### src/rtl/pdet_pkg.sv
package pdet_pkg;
    localparam int SETTLE_BITS = 16;

    typedef enum logic [1:0] {
        ST_IDLE,
        ST_SEARCH,
        ST_SYNC_WAIT,
        ST_SYNC_FOUND
    } pdet_state_e;

    typedef struct packed {
        logic valid;
        logic invalid;
        logic sync;
        logic timeout;
    } pdet_evt_t;
endpackage

### src/rtl/pdet_run_counter.sv
module pdet_run_counter #(
    parameter int THR_W = 5,
    localparam int RUN_W = THR_W + 3
) (
    input  logic             clk,
    input  logic             rst,
    input  logic             clr,
    input  logic             step,
    input  logic             bit_in,
    input  logic [THR_W-1:0] thr,
    output logic             hit
);
    logic             have_prev;
    logic             prev_bit;
    logic [RUN_W-1:0] run;
    logic [RUN_W-1:0] run_nxt;
    logic [RUN_W-1:0] target;

    always_comb begin
        target = RUN_W'({thr, 2'b00});
        if (have_prev && (bit_in != prev_bit)) begin
            run_nxt = (run == {RUN_W{1'b1}}) ? run : run + 1'b1;
        end else begin
            run_nxt = RUN_W'(1);
        end
        hit = step && (run_nxt >= target);
    end

    always_ff @(posedge clk) begin
        if (rst || clr) begin
            have_prev <= 1'b0;
            prev_bit  <= 1'b0;
            run       <= '0;
        end else if (step) begin
            have_prev <= 1'b1;
            prev_bit  <= bit_in;
            run       <= run_nxt;
        end
    end
endmodule

### src/rtl/pdet_window.sv
module pdet_window #(
    parameter int THR_W  = 5,
    parameter int SETTLE = pdet_pkg::SETTLE_BITS,
    localparam int WIN_W = THR_W + 2,
    localparam int BLK_W = $clog2(SETTLE + 1)
) (
    input  logic             clk,
    input  logic             rst,
    input  logic             clr_all,
    input  logic             clr_win,
    input  logic             strobe,
    input  logic             step,
    input  logic [THR_W-1:0] thr,
    output logic             fire
);
    logic [BLK_W-1:0] blank_cnt;
    logic             blank_done;
    logic [WIN_W-1:0] win_cnt;
    logic [WIN_W-1:0] win_nxt;

    always_comb begin
        blank_done = (blank_cnt == BLK_W'(SETTLE));
        win_nxt    = win_cnt + 1'b1;
        fire       = step && blank_done && (win_nxt == {thr, 2'b00});
    end

    always_ff @(posedge clk) begin
        if (rst || clr_all) begin
            blank_cnt <= '0;
            win_cnt   <= '0;
        end else begin
            if (strobe && !blank_done) begin
                blank_cnt <= blank_cnt + 1'b1;
            end
            if (clr_win) begin
                win_cnt <= '0;
            end else if (step && blank_done) begin
                win_cnt <= fire ? '0 : win_nxt;
            end
        end
    end
endmodule

### src/rtl/pdet_sync_search.sv
module pdet_sync_search #(
    parameter int SYNC_BYTES = 4,
    parameter int LEN_W      = 9,
    parameter int SETTLE     = pdet_pkg::SETTLE_BITS,
    localparam int SYNC_W = 8 * SYNC_BYTES,
    localparam int SBW    = $clog2(SYNC_BYTES),
    localparam int CNT_W  = LEN_W + 3
) (
    input  logic              clk,
    input  logic              rst,
    input  logic              clr,
    input  logic              step,
    input  logic              bit_in,
    input  logic [SYNC_W-1:0] sync_word,
    input  logic [SBW-1:0]    sync_bytes,
    input  logic [LEN_W-1:0]  pre_len,
    output logic              match,
    output logic              expire
);
    logic [SYNC_W-1:0] sr;
    logic [SYNC_W-1:0] sr_nxt;
    logic [SYNC_W-1:0] mask;
    logic [SYNC_W-1:0] pattern;
    logic [CNT_W-1:0]  tcnt;
    logic [CNT_W-1:0]  limit;
    int                drop;

    always_comb begin
        drop    = SYNC_W - 8 * (int'(sync_bytes) + 1);
        sr_nxt  = {sr[SYNC_W-2:0], bit_in};
        mask    = {SYNC_W{1'b1}} >> drop;
        pattern = sync_word >> drop;
        limit   = CNT_W'({pre_len, 2'b00}) + CNT_W'(SETTLE);
        match   = step && ((sr_nxt & mask) == pattern);
        expire  = step && !match && ((tcnt + 1'b1) == limit);
    end

    always_ff @(posedge clk) begin
        if (rst || clr) begin
            sr   <= '0;
            tcnt <= '0;
        end else if (step) begin
            sr   <= sr_nxt;
            tcnt <= tcnt + 1'b1;
        end
    end
endmodule

### src/rtl/preamble_detect.sv
module preamble_detect #(
    parameter int THR_W      = 5,
    parameter int LEN_W      = 9,
    parameter int SYNC_BYTES = 4,
    localparam int SYNC_W = 8 * SYNC_BYTES,
    localparam int SBW    = $clog2(SYNC_BYTES)
) (
    input  logic              clk,
    input  logic              rst,
    input  logic              rx_en,
    input  logic              bit_vld,
    input  logic              bit_in,
    input  logic              pkt_done,
    input  logic [THR_W-1:0]  thr_nib,
    input  logic [LEN_W-1:0]  pre_len_nib,
    input  logic [SYNC_W-1:0] sync_word,
    input  logic [SBW-1:0]    sync_bytes,
    output logic              pre_valid,
    output logic              sync_found,
    output logic              valid_irq,
    output logic              invalid_irq,
    output logic              sync_irq,
    output logic              timeout_irq
);
    import pdet_pkg::*;

    pdet_state_e state, state_nxt;
    pdet_evt_t   evt, evt_q;
    logic        hit, fire, match, expire;
    logic        in_search, in_wait;

    assign in_search = (state == ST_SEARCH);
    assign in_wait   = (state == ST_SYNC_WAIT);

    pdet_run_counter #(.THR_W(THR_W)) i_run (
        .clk    (clk),
        .rst    (rst),
        .clr    (!in_search),
        .step   (bit_vld && in_search),
        .bit_in (bit_in),
        .thr    (thr_nib),
        .hit    (hit)
    );

    pdet_window #(.THR_W(THR_W), .SETTLE(SETTLE_BITS)) i_win (
        .clk     (clk),
        .rst     (rst),
        .clr_all (state == ST_IDLE),
        .clr_win (!in_search || hit),
        .strobe  (bit_vld),
        .step    (bit_vld && in_search),
        .thr     (thr_nib),
        .fire    (fire)
    );

    pdet_sync_search #(.SYNC_BYTES(SYNC_BYTES), .LEN_W(LEN_W), .SETTLE(SETTLE_BITS)) i_sync (
        .clk        (clk),
        .rst        (rst),
        .clr        (!in_wait),
        .step       (bit_vld && in_wait),
        .bit_in     (bit_in),
        .sync_word  (sync_word),
        .sync_bytes (sync_bytes),
        .pre_len    (pre_len_nib),
        .match      (match),
        .expire     (expire)
    );

    always_comb begin
        state_nxt = state;
        evt       = '0;
        if (!rx_en) begin
            state_nxt = ST_IDLE;
        end else begin
            case (state)
                ST_IDLE: state_nxt = ST_SEARCH;
                ST_SEARCH: begin
                    if (hit) begin
                        state_nxt = ST_SYNC_WAIT;
                        evt.valid = 1'b1;
                    end else if (fire) begin
                        evt.invalid = 1'b1;
                    end
                end
                ST_SYNC_WAIT: begin
                    if (match) begin
                        state_nxt = ST_SYNC_FOUND;
                        evt.sync  = 1'b1;
                    end else if (expire) begin
                        state_nxt   = ST_SEARCH;
                        evt.timeout = 1'b1;
                    end
                end
                ST_SYNC_FOUND: begin
                    if (pkt_done) state_nxt = ST_SEARCH;
                end
                default: state_nxt = ST_IDLE;
            endcase
        end
    end

    always_ff @(posedge clk) begin
        if (rst) begin
            state      <= ST_IDLE;
            evt_q      <= '0;
            pre_valid  <= 1'b0;
            sync_found <= 1'b0;
        end else begin
            state      <= state_nxt;
            evt_q      <= evt;
            pre_valid  <= (state_nxt == ST_SYNC_WAIT);
            sync_found <= (state_nxt == ST_SYNC_FOUND);
        end
    end

    assign valid_irq   = evt_q.valid;
    assign invalid_irq = evt_q.invalid;
    assign sync_irq    = evt_q.sync;
    assign timeout_irq = evt_q.timeout;
endmodule

### config.mk
export PLATFORM = sky130hd
export DESIGN_NAME = preamble_detect
export DESIGN_NICKNAME = d
export VERILOG_FILES = /design/src/rtl/pdet_pkg.sv /design/src/rtl/pdet_run_counter.sv /design/src/rtl/pdet_window.sv /design/src/rtl/pdet_sync_search.sv /design/src/rtl/preamble_detect.sv
export SDC_FILE = /design/constraint.sdc
export NUM_CORES = 1
export LEC_CHECK = 0
export BUFFER_PORTS_ARGS = -buffer_cell sky130_fd_sc_hd__buf_2
export CORE_MARGIN = 4
export CORE_UTILIZATION = 30
export CTS_BUF_LIST = sky130_fd_sc_hd__clkbuf_8 sky130_fd_sc_hd__clkbuf_16
export DETAILED_ROUTE_END_ITERATION = 8
export PLACE_DENSITY = 0.5
export SETUP_SLACK_MARGIN = 0.15
export SLEW_MARGIN = 20
export SYNTH_ARGS = -nofsm -noshare
export SYNTH_HDL_FRONTEND = slang
export SYNTH_HIERARCHICAL = 1
export SYNTH_SLANG_ARGS = --single-unit
### constraint.sdc
create_clock -name clk -period 4.5 [get_ports clk]
set_input_delay 0.9 -clock clk [delete_from_list [all_inputs] [get_ports clk]]
set_output_delay 0.9 -clock clk [all_outputs]
set_load 0.02 [all_outputs]
## Yosys cells after proc, flatten, opt, wreduce, memory -nomap -nowiden

Cells that the tools add are included.
Widths: inputs -> output; s select.

- $add $sub $neg: 7
- Order comparisons: 1
- Eq/ne operators: 11
- Shifts and indexed selects: 2
- Mux-type cells: 13
- Bitwise gates (word level): 4
- Reductions and logical operators: 24

Operators by type and width:

| operator | count |
|---|---|
| $and 32x32->32 | 1 |
| $eq 32x32->1 | 1 |
| $shr 32x32->32 | 1 |
| $shr 32x32->32 const A | 1 |
| $sub 7x32->32 const A | 1 |
| $mux 8 | 2 |
| $add 11x5->12 const B | 1 |
| $add 12x1->12 const B | 1 |
| $eq 12x12->1 | 1 |
| $logic_and 1x1->1 | 10 |
| $mux 2 | 5 |
| $add 8x1->8 const B | 1 |
| $eq 2x2->1 const B | 4 |
| $eq 8x8->1 const B | 1 |
| $ge 8x7->1 | 1 |
| $pmux 2 s4 | 1 |
| $reduce_or 4->1 | 2 |
| $add 7x1->7 const B | 1 |
| $eq 7x7->1 | 1 |
| $mux 7 | 1 |
| $reduce_or 3->1 | 2 |
| $add 5x1->5 const B | 1 |
| $eq 5x5->1 const B | 1 |
| $logic_not 1->1 | 4 |
| other kinds (8) | 16 |

- Flip-flop bits (word level): 73
- Bits of input ports: 54
- Output and inout bits: 6
- Logic and storage cells: 76

## Depth between registers and ports, before layout

- Depth in word-level cells: 14
- Depth in mapped cells: 15
- Mapped depth without buffers: 14

## Hierarchy

Netlist, hierarchy kept.

By module, submodules not included:

| module | times used | cells an instance | area an instance (um^2) | seq. area each (um^2) |
|---|---|---|---|---|
| pdet_sync_search | 1 | 350 | 3086.7 | 860.8 |
| pdet_run_counter | 1 | 107 | 820.8 | 200.2 |
| pdet_window | 1 | 91 | 807.0 | 240.2 |
| preamble_detect | 1 | 34 | 329.1 | 160.2 |

## Worst setup path after synthesis

No wires, ideal clock.

- Kind: input to register
- Start point: input port sync_bytes[0]
- End point: register state[1]
- Library setup time: 129 ps
- Data arrival time: 3251 ps
- Data required time: 4371 ps
- Path slack: 1120 ps
- Stages on the path: 14
- Path buffers: 2
- Cell sequence: clkinv_1 -> ha_1 -> buf_6 -> buf_6 -> mux2i_1 -> mux2_2 -> nand4b_1 -> o21ai_0 -> o211a_1 -> nand4_1 -> and3_1 -> or3b_1 -> a21boi_2 -> nor2_1

- Longest elaborated chain between the ends: 13
- Elaborated cells between the ends (all ways): 14
- Classes of those cells: add/sub: 2; eq/ne: 1; shift: 2; mux: 4; bitwise: 1; reduce/logical: 4

RTL lines:

| element | line | RTL |
|---|---|---|
| start: declaration | preamble_detect.sv:17 | `input logic [SBW-1:0] sync_bytes,` |
| $add 2x1->3 * | pdet_sync_search.sv:29 | `drop = SYNC_W - 8 * (int'(sync_bytes) + 1);` |
| $sub 7x32->32 * | pdet_sync_search.sv:29 |  |
| $shr 32x32->32 | pdet_sync_search.sv:31 | `mask = {SYNC_W{1'b1}} >> drop;` |
| $and 32x32->32 | pdet_sync_search.sv:34 | `match = step && ((sr_nxt & mask) == pattern);` |
| $eq 32x32->1 * | pdet_sync_search.sv:34 |  |
| $logic_and 1x1->1 * | pdet_sync_search.sv:34 |  |
| $logic_not 1->1 * | pdet_sync_search.sv:35 | `expire = step && !match && ((tcnt + 1'b1) == limit);` |
| $logic_and 1x1->1 * (2 in a row) | pdet_sync_search.sv:35 |  |
| named net expire | preamble_detect.sv:29 | `logic hit, fire, match, expire;` |
| $mux 2 * | preamble_detect.sv:89 | `end else if (expire) begin` |
| $mux 2 * | preamble_detect.sv:86 | `if (match) begin` |
| $pmux 2 s4 * | preamble_detect.sv:75 | `case (state)` |
| $mux 2 * | preamble_detect.sv:72 | `if (!rx_en) begin` |
| end signal: assignment | preamble_detect.sv:109 | `state <= state_nxt;` |
| end: declaration | preamble_detect.sv:27 | `pdet_state_e state, state_nxt;` |

The timed path passes the listed nets; every way through them passes the cells marked *.
A chain may end at the register's enable or synchronous reset.

## Worst setup path in the final report

Ends and elaborated chain as after synthesis.

==> qor.csv <==
metric,value,unit
Crit path largest cell delay,450,ps
most frequent cell after synthesis,nor2_1,
Worst path top cell family by delay,compound AO/OA/AOI/OAI gates,
Top Ports,60,
Final Hold Vio Count,0,
GR met1 Demand/Resource,17.0,%
Yosys top cell area share,29.0,%
"Clk Latency, worst-skew pair",340,ps
placed instance area,5470,sq um
hold slack,514,ps
Setup TNS Final,0,ps
vias in the first global route,4098,
nets,695,
Pleak,2.04,nW
outcome,completed,
count of pins over their slew limit,0,
Synthesized Nets,650,
WL per Instance,14.4,microns
Mapped Cells,582,
startpoint types,input pin,
Hold Buf Count CTS,0,
antenna violations before repair,0,
via count,4299,
global-route wire length before repair,19.9,mm
largest net degree at the start of global routing,44,
final core utilization,35.4,%
Crit-path slowest cell,o21ai_0,
H-tree levels,3,
core footprint,16500,sq um
Max Cap Viol,0,
post-DR vias/cell,5.05,
share of cells above drive strength 1,17.7,%
warning count from the yosys run,6,
HP Class,reg -> reg,
clock sink count,73,
Area Overhead vs Synth,16.0,%
Final min period,3640,ps
sequential share of the synthesized area,29.0,%
die height,138,microns
Antenna Nets Post-Route,0,
final HPWL from detailed placement,9.39,mm
remaining global-route overflow,0,
power density cells,296,nW/um^2
fin area,5850,sq um
max_slew headroom,45.1,%
IO Port Bufs,59,
asr flop ratio synth,0,%
diode count,0,
Worst Path Arrival,3850,ps
RD Place Congestion,0.931,
Starting Density,30.5,%
Remaining DRCs,0,
final setup margin,858,ps
Unique masters post-synth,72,
DR iter-0 viols,173,
post-CTS sizing,0,
Main synth FF type,dfxtp_1,
crit-path cells,buf_2 -> clkinv_1 -> ha_1 -> buf_4 -> mux2i_1 -> o21ai_0 -> xnor2_1 -> a31oi_1 -> o22ai_1 -> nand4_1 -> and3_1 -> or3b_1 -> a21boi_2 -> nor2_1,
CP bufs+invs,3,
RSZ-0062 raised after global routing,no,
Total Wirelength,12.2,mm
Post-Syn Area,5040,sq um
Fin Clk Skew,5.14,ps
Critical Path Fanout Max,28,
Yosys reg bits,73,
die span in x,138,microns
met3 usage,3.76,%
die area,19000,sq um
most area-consuming cells after synthesis,"dfxtp_1, mux2i_1, xor2_1",
worst slack at placement,519,ps
Num CTS Buffers,9,
num rows,47,
"Reg clk slew, reported paths",50,ps
Synth area leader,dfxtp_1,
M2 GR Usage,21.4,%
FMAX,0.275,GHz
VDD IR-drop max,171,uV
setup bufs post-CTS,0,
WS Path Type,in -> reg,
CTS root buf,clkbuf_16,
number of synthesized flops with an enable pin,0,
Setup crit end kind,register,
synthesized area per cell,8.67,sq um
Pre-antenna DRT Iters,4,
Power Total,1.73,mW
fin crit share,80.9,%
GRT Total Usage,13.2,%
CTS tree,done,
gr busiest metal,met2,
final cell count without fillers,852,
Worst Max-Slew Pin Slew,824,ps
Commonest cells post-synth,"nor2_1, dfxtp_1, mux2i_1",
final setup fails,0,
Cells after DPL,836,
Worst Path Required,4710,ps
Max clock buf depth,2,
==> logic make-up (layout without fill, tap and decap cells) <==
kind of cell               after synthesis  after routing  synth area share [%]
adders and majority gates               14             14                  3.47
buffers and inverters                   47             97                  4.91
xor gates and xnor gates                73             73                  12.7
DFF                                     73             73                  29.0
AOI/OAI and AO/OA                       81             81                  11.4
and+or+nand+nor                        234            234                  24.6
muxes                                   60             60                  13.9
==> final timing paths <==
kind,start,to,slack [ps],depth (start not counted)
max,sync_bytes[0],state[1],860,14
min,i_sync/sr[7],i_sync/sr[7],510,2
max reg2reg,i_run/run[0],i_win/win_cnt[1],1410,14
min reg2reg,i_sync/sr[7],i_sync/sr[7],510,2
==> sequential cells by signal, indices dropped and copies added (netlist names) <==
name             flops
i_run/prev_bit       1
i_run/have_prev      1
timeout_irq          1
i_win/win_cnt        7
i_sync/tcnt         12
i_sync/sr           31
invalid_irq          1
i_run/run            8
sync_found           1
i_win/blank_cnt      5
state                2
sync_irq             1
valid_irq            1
pre_valid            1
==> placed cells by master (no fill, tap or decap), types with 2 or more instances in the layout <==
master     synthesis  layout
a21oi_1           15      15
a221oi_1           3       3
a31oi_1            9       9
and2_1             5       5
and3_1             4       4
and4_1             2       2
buf_2              3      59
buf_4              6       4
bufinv_16          0       4
clkbuf_16          0       9
clkbuf_8           0       2
dfxtp_1           73      73
ha_1              14      14
inv_1             17      17
mux2i_1           51      51
mux4_2             8       8
nand2_1           37      37
nand2b_1           4       4
nand3_1           21      21
nand3b_1          10      10
nand4_1           17      17
nor2_1            80      79
nor2b_1            7       7
nor3_1            10      10
nor3_2             2       2
nor4_1             7       7
nor4b_1            2       2
nor4bb_1           5       5
o211ai_1           2       2
o21a_1             4       4
o21ai_0           26      26
o22ai_1            2       2
or2_2              3       3
or3_1              3       3
or3b_1             2       2
xnor2_1           28      28
xor2_1            45      45
==> layer usage <==
| layer | up-vias | wire length, microns |
|---|---|---|
| li1 | 2150 | - |
| met1 | 2024 | 5850 |
| met2 | 105 | 5540 |
| met3 | 20 | 625 |
| met4 | 0 | 222 |
| met5 | - | 0 |
==> area by class of cell <==
| type | count | area (sq um) |
|---|---|---|
| repair buffers | 63 | 325 |
| clock inverters | 5 | 125 |
| flip-flops and latches | 73 | 1460 |
| inverters | 18 | 67.6 |
| well taps | 220 | 275 |
| clock buffers | 11 | 253 |
| fillers | 1703 | 10700 |
| multi-input cells | 462 | 3340 |
==> worst min-delay path, delay by kind of cell (launching register included) <==
family,cells,cell delay [ps]
multiplexers,1,70
AND/OR/NAND/NOR,1,70
flip-flops,1,340
==> power breakdown <==
part / internal (mW) / switching, mW / leakage (nW)
sequential: 0.647 / 0.00139 / 0.588
combinational: 0.0831 / 0.0983 / 1.27
clock: 0.627 / 0.273 / 0.186
total: 1.36 / 0.373 / 2.04
No activity file was read; power rests on OpenSTA's default activity.
